===== src/rtl/ldq_pkg.sv =====
package ldq_pkg;
  localparam int unsigned LDQ_DEPTH  = 16;
  localparam int unsigned LDQ_PART_W = 12;
  localparam int unsigned LDQ_ADDR_W = 32;

  typedef struct packed {
    logic addr_ok;
    logic data_ok;
  } ldq_flags_t;
endpackage


===== src/rtl/ldq_ptr.sv =====
module ldq_ptr #(
  parameter int unsigned DEPTH = 16,
  localparam int unsigned IDXW = $clog2(DEPTH),
  localparam int unsigned TAGW = IDXW + 1
) (
  input  logic                       clk,
  input  logic                       rst_n,
  input  logic                       alloc_fire,
  input  logic                       commit_fire,
  input  logic                       flush_valid,
  input  logic [TAGW-1:0]            flush_tag,
  output logic [TAGW-1:0]            head,
  output logic [TAGW-1:0]            tail,
  output logic [TAGW-1:0]            count,
  output logic [DEPTH-1:0]           live,
  output logic [DEPTH-1:0][IDXW-1:0] off,
  output logic [DEPTH-1:0][TAGW-1:0] slot_tag
);
  always_ff @(posedge clk or negedge rst_n) begin
    if (!rst_n) begin
      head <= '0;
      tail <= '0;
    end else begin
      if (commit_fire) head <= head + 1'b1;
      if (flush_valid)     tail <= flush_tag;
      else if (alloc_fire) tail <= tail + 1'b1;
    end
  end

  assign count = tail - head;

  for (genvar i = 0; i < DEPTH; i++) begin : g_slot
    assign off[i]      = IDXW'(i) - head[IDXW-1:0];
    assign live[i]     = {1'b0, off[i]} < count;
    assign slot_tag[i] = head + {1'b0, off[i]};
  end
endmodule


===== src/rtl/ldq_entry.sv =====
module ldq_entry
  import ldq_pkg::*;
#(
  parameter int unsigned PART_W = 12,
  parameter int unsigned TAGW   = 5
) (
  input  logic              clk,
  input  logic              rst_n,
  input  logic              live,
  input  logic              take,
  input  logic [TAGW-1:0]   my_tag,
  input  logic              sta_valid,
  input  logic [TAGW-1:0]   sta_tag,
  input  logic [PART_W-1:0] sta_part,
  input  logic              std_valid,
  input  logic [TAGW-1:0]   std_tag,
  output ldq_flags_t        flags,
  output logic [PART_W-1:0] part
);
  logic sta_hit, std_hit;
  assign sta_hit = sta_valid && live && (sta_tag == my_tag);
  assign std_hit = std_valid && live && (std_tag == my_tag);

  always_ff @(posedge clk or negedge rst_n) begin
    if (!rst_n) begin
      flags <= '0;
      part  <= '0;
    end else if (take) begin
      flags <= '0;
    end else begin
      if (sta_hit) begin
        flags.addr_ok <= 1'b1;
        part          <= sta_part;
      end
      if (std_hit) flags.data_ok <= 1'b1;
    end
  end
endmodule


===== src/rtl/ldq_check.sv =====
module ldq_check #(
  parameter int unsigned DEPTH  = 16,
  parameter int unsigned PART_W = 12,
  localparam int unsigned IDXW  = $clog2(DEPTH),
  localparam int unsigned TAGW  = IDXW + 1
) (
  input  logic [DEPTH-1:0]             live,
  input  logic [DEPTH-1:0][IDXW-1:0]   off,
  input  logic [DEPTH-1:0]             addr_ok,
  input  logic [DEPTH-1:0][PART_W-1:0] part,
  input  logic [TAGW-1:0]              head,
  input  logic                         ld_valid,
  input  logic [TAGW-1:0]              ld_tag,
  input  logic [PART_W-1:0]            ld_part,
  output logic                         ld_grant,
  output logic                         ld_hit
);
  logic [TAGW-1:0]  ld_pos;
  logic [DEPTH-1:0] older, unknown_v, match_v;

  assign ld_pos = ld_tag - head;

  for (genvar i = 0; i < DEPTH; i++) begin : g_cmp
    assign older[i]     = live[i] && ({1'b0, off[i]} < ld_pos);
    assign unknown_v[i] = older[i] && !addr_ok[i];
    assign match_v[i]   = older[i] && addr_ok[i] && (part[i] == ld_part);
  end

  assign ld_hit   = ld_valid && (|match_v);
  assign ld_grant = ld_valid && !(|unknown_v) && !(|match_v);
endmodule


===== src/rtl/ld_disamb_q.sv =====
module ld_disamb_q
  import ldq_pkg::*;
#(
  parameter int unsigned DEPTH  = LDQ_DEPTH,
  parameter int unsigned PART_W = LDQ_PART_W,
  parameter int unsigned ADDR_W = LDQ_ADDR_W,
  localparam int unsigned IDXW  = $clog2(DEPTH),
  localparam int unsigned TAGW  = IDXW + 1
) (
  input  logic              clk,
  input  logic              rst_n,
  input  logic              alloc_valid,
  output logic              alloc_ready,
  output logic [TAGW-1:0]   alloc_tag,
  input  logic              sta_valid,
  input  logic [TAGW-1:0]   sta_tag,
  input  logic [ADDR_W-1:0] sta_addr,
  input  logic              std_valid,
  input  logic [TAGW-1:0]   std_tag,
  input  logic              commit_valid,
  output logic              commit_ready,
  input  logic              flush_valid,
  input  logic [TAGW-1:0]   flush_tag,
  input  logic              ld_valid,
  input  logic [TAGW-1:0]   ld_tag,
  input  logic [ADDR_W-1:0] ld_addr,
  output logic              ld_grant,
  output logic              ld_hit
);
  logic [TAGW-1:0]               head, tail, count;
  logic [DEPTH-1:0]              live, addr_ok, data_ok;
  logic [DEPTH-1:0][IDXW-1:0]    off;
  logic [DEPTH-1:0][TAGW-1:0]    slot_tag;
  logic [DEPTH-1:0][PART_W-1:0]  part;
  logic                          alloc_fire, commit_fire, full;
  logic [IDXW-1:0]               head_idx;

  assign full         = (count == TAGW'(DEPTH));
  assign alloc_ready  = !full && !flush_valid;
  assign alloc_fire   = alloc_valid && alloc_ready;
  assign alloc_tag    = tail;
  assign head_idx     = head[IDXW-1:0];
  assign commit_ready = live[head_idx] && addr_ok[head_idx] && data_ok[head_idx];
  assign commit_fire  = commit_valid && commit_ready;

  ldq_ptr #(.DEPTH(DEPTH)) u_ptr (
    .clk(clk), .rst_n(rst_n),
    .alloc_fire(alloc_fire), .commit_fire(commit_fire),
    .flush_valid(flush_valid), .flush_tag(flush_tag),
    .head(head), .tail(tail), .count(count),
    .live(live), .off(off), .slot_tag(slot_tag)
  );

  for (genvar i = 0; i < DEPTH; i++) begin : g_ent
    ldq_flags_t fl;
    ldq_entry #(.PART_W(PART_W), .TAGW(TAGW)) u_ent (
      .clk(clk), .rst_n(rst_n),
      .live(live[i]),
      .take(alloc_fire && (tail[IDXW-1:0] == IDXW'(i))),
      .my_tag(slot_tag[i]),
      .sta_valid(sta_valid), .sta_tag(sta_tag), .sta_part(sta_addr[PART_W-1:0]),
      .std_valid(std_valid), .std_tag(std_tag),
      .flags(fl), .part(part[i])
    );
    assign addr_ok[i] = fl.addr_ok;
    assign data_ok[i] = fl.data_ok;
  end

  ldq_check #(.DEPTH(DEPTH), .PART_W(PART_W)) u_chk (
    .live(live), .off(off), .addr_ok(addr_ok), .part(part), .head(head),
    .ld_valid(ld_valid), .ld_tag(ld_tag), .ld_part(ld_addr[PART_W-1:0]),
    .ld_grant(ld_grant), .ld_hit(ld_hit)
  );
endmodule


===== config.mk =====
export PLATFORM = sky130hd
export DESIGN_NAME = ld_disamb_q
export DESIGN_NICKNAME = d
export VERILOG_FILES = /design/src/rtl/ldq_pkg.sv /design/src/rtl/ldq_ptr.sv /design/src/rtl/ldq_entry.sv /design/src/rtl/ldq_check.sv /design/src/rtl/ld_disamb_q.sv
export SDC_FILE = /design/constraint.sdc
export NUM_CORES = 1
export LEC_CHECK = 0
export CORE_ASPECT_RATIO = 0.5
export CORE_MARGIN = 5
export CORE_UTILIZATION = 40
export CTS_BUF_LIST = sky130_fd_sc_hd__clkbuf_16
export CTS_CLUSTER_DIAMETER = 80
export DETAILED_ROUTE_END_ITERATION = 10
export GPL_ROUTABILITY_DRIVEN = 0
export PLACE_DENSITY = 0.6
export SLEW_MARGIN = 20
export SYNTH_ARGS = -nofsm -noshare
export SYNTH_HDL_FRONTEND = slang
export SYNTH_SLANG_ARGS = --single-unit

===== constraint.sdc =====
create_clock -name clk -period 5.6 [get_ports clk]
set_input_delay 1.4 -clock clk [delete_from_list [all_inputs] [get_ports clk]]
set_output_delay 1.4 -clock clk [all_outputs]
set_load 0.02 [all_outputs]

==> summary.txt <==
Global route
  • First-pass GRT wire length: 71.06 mm
  • Grt ovf: 0
  • GRT met1 Usage: 0.3167
  • GRT Overall Usage: 0.2222
  • Initial antenna violation count: 0
  • GR Util met2: 0.3456
  • Largest net degree at the start of global routing: 111
  • Top Usage Layer GRT: met2
  • Via count of the first global-routing pass: 11740
  • Met3 Use GR: 0.03735

Timing
  • Worst slew margin: 0.2099
  • Max Slew Vio Count: 0
  • Final hold slack: 0.4971 ns
  • Worst Slack Setup Final: -0.4611 ns
  • Clk_skew: 0.01447 ns
  • RSZ-0062 raised after global routing: true
  • Final TNS setup: -0.8411 ns
  • Tmin final: 6.061 ns
  • Tightest Pin Transition: 1.179 ns
  • Fmax: 0.1650 GHz
  • Fin crit share: 1.082
  • Final setup viols: 2
  • Final Hold Fails: 0

Worst setup path
  • Setup Crit Path Kind: in -> out
  • Critical-path cell list: buf_6 > nand2b_4 > fa_2 > inv_4 > ha_1 > a21oi_2 > maj3_2 > maj3_1 > o22ai_2 > o2111ai_1 > or4_4 > nor4_4 > buf_4
  • Worst Path Required: 4.20 ns
  • Slowest cell on crit path: fa_2
  • CP peak stage delay: 0.56 ns
  • CP endpoint kind: primary output
  • Peak fanout along the critical path: 4
  • Crit path launch type: input port
  • Critical Path AT: 4.66 ns

Floorplan
  • Rows: 49
  • Core area: 36170 um^2
  • Starting density of the core: 0.4079
  • I/O Pins: 101
  • Die W: 281.6 um
  • Die Ht: 145.8 um
  • Die footprint: 41060 um^2

Cells and area
  • N_diodes: 0
  • Area Growth Syn to Fin: 20.76%
  • Layout Cells excl Fill: 2005
  • Share of cells above drive strength 1: 0.3011
  • Nets: 1637
  • Fill cell count: 3306
  • Final instance area: 17820 um^2
  • Fin util: 0.4926

Power and ir drop
  • Overall Power: 11.39 mW
  • Power Dens Cells: 639.5 nW/um^2
  • Worst ir drop on vdd: 271.7 uV
  • Leak: 7.768 nW

Detailed routing
  • DR WL/cell: 23.09 um
  • Vias/cell: 5.691
  • DRC Markers: 0
  • Final antenna-violating net count: 0
  • Final WL: 46.29 mm
  • Vias post-DR: 11410
  • First-pass DRT Iterations: 6
  • Iteration-0 DRC Markers: 1005

Synth
  • Post-synthesis cell count: 1362
  • Main area contributors after synthesis: dfrtp_1 (40%), mux2_2 (14%), xnor2_1 (9.3%)
  • Syn_nets: 1495
  • Seq/Total Area, Yosys: 0.3969
  • Synth warn: 0
  • Dominant cell type by area after synthesis: dfrtp_1
  • Asr flop ratio synth: 1.000
  • Post-synth EDFFs: 0
  • Most used DFF post-synth: dfrtp_1
  • Flops & latches, synth: 234
  • Avg Inst Size Synth: 10.83 um^2
  • Top cell type's share of synthesized area: 0.3969
  • Library cells used by synthesis: 73
  • Leading cell types by count after synthesis: dfrtp_1 (234), mux2_2 (184), xnor2_1 (157), xor2_1 (124), nand2_1 (73)
  • Most common cell in the netlist: dfrtp_1
  • Syn Std Cell Area: 14750 um^2

Status
  • Run status: complete, but fails checks
  • Violated checks: negative setup slack

Clock tree
  • Total CTS buffers: 24
  • Clock insertion delay at the later pin of the skew report: 0.53 ns
  • Worst-path clk slew: 0.06 ns
  • CTS Root Cell: clkbuf_16
  • H-tree levels: 1
  • Clk buf depth: 3
  • TritonCTS sink count: 234
  • CTS tree: done

Place
  • Placed inst area: 16880 um^2
  • DP HPWL: 33.90 mm
  • Dpl ws: -1.318 ns
  • Port Buffers: 60
  • Placed Instances: 1958

Flow run
  • Max cap viols: 0

Min path
  • Worst Hold Class: reg -> reg
==> critical path, delay by kind of cell <==
| family | cells | cell delay (ns) |
|---|---|---|
| AND/OR/NAND/NOR | 3 | 0.90 |
| adder cells (fa/ha/maj) | 4 | 1.55 |
| AO/OA/AOI/OAI | 3 | 0.42 |
| buffers and inverters | 3 | 0.36 |
==> registers in the layout (all words and copies together) (netlist names) <==
| register | count |
|---|---|
| u_ptr.head | 5 |
| u_ptr.tail | 5 |
| g_ent.u_ent.flags | 32 |
| g_ent.u_ent.part | 192 |
==> placed cells by master, fill, tap and decap left out, types with 10 or more instances in the layout <==
cell / synthesis / routed
a21oi_1: 20 / 16
a31oi_1: 11 / 11
a41oi_1: 10 / 10
and3_1: 11 / 11
buf_12: 0 / 17
buf_4: 4 / 130
clkbuf_16: 0 / 24
clkdlybuf4s50_1: 0 / 54
dfrtp_1: 234 / 234
ha_1: 39 / 35
inv_1: 20 / 22
maj3_1: 32 / 11
maj3_2: 0 / 21
mux2_2: 184 / 184
nand2_1: 73 / 73
nand3_1: 36 / 36
nand4_1: 33 / 33
nor2_1: 40 / 39
nor3_1: 25 / 25
nor4_1: 30 / 29
o21a_1: 15 / 15
o21ai_0: 30 / 21
xnor2_1: 157 / 154
xor2_1: 124 / 122
==> per-layer routing <==
layer	vias to the layer above	part of all wire
met1	5789	0.46
met3	92	0.058
met4	0	0.037
li1	5137	-
met2	393	0.44
met5	-	0
==> logic make-up after synthesis <==
kind of cell,after synthesis,share of synthesized area
compound gates,162,0.07726
xor+xnor,281,0.1668
fa+ha+maj,73,0.05750
buf+inv,112,0.03418
flops,234,0.3969
mux,205,0.1621
simple gates,295,0.1053
==> where the power goes <==
part	switching (mW)	internal (mW)
logic	3.66	3.26
clock network	0.682	0.780
registers	0.557	2.45
==> path summary, 6_finish.rpt <==
kind                                          from                       to  slack, ns  cells after the start
setup / recovery                         ld_tag[0]                 ld_grant      -0.46                     13
min in group asynchronous                    rst_n   g_ent[3].u_ent.part[9]       0.93                      1
setup reg to reg                     u_ptr.tail[0]  g_ent[0].u_ent.part[10]       1.13                     16
max in group asynchronous                    rst_n  g_ent[12].u_ent.part[8]       3.58                      2
hold reg to reg            g_ent[0].u_ent.flags[0]  g_ent[0].u_ent.flags[0]       0.50                      1
hold / removal             g_ent[0].u_ent.flags[0]  g_ent[0].u_ent.flags[0]       0.50                      1
==> cell type report <==
class / count / area (um^2) / area share
Multi-Input combinational cell: 1016 / 8662 / 0.4862
Tap cell: 484 / 605.6 / 0.03399
Clock buffer: 24 / 600.6 / 0.03371
Sequential cell: 234 / 5856 / 0.3287
Inverter: 22 / 85.08 / 0.004775
Timing Repair Buffer: 206 / 1911 / 0.1072
Clock inverter: 19 / 97.59 / 0.005478
==> timing repair <==
item	in CTS	in global routing
buffers inserted	1	3
resized for setup	71	13
cloned	0	0
pin swaps	9	4
hold buffers	0	0
setup endpoints to repair	3	3
Note: power is estimated with default switching activity, not from simulation.
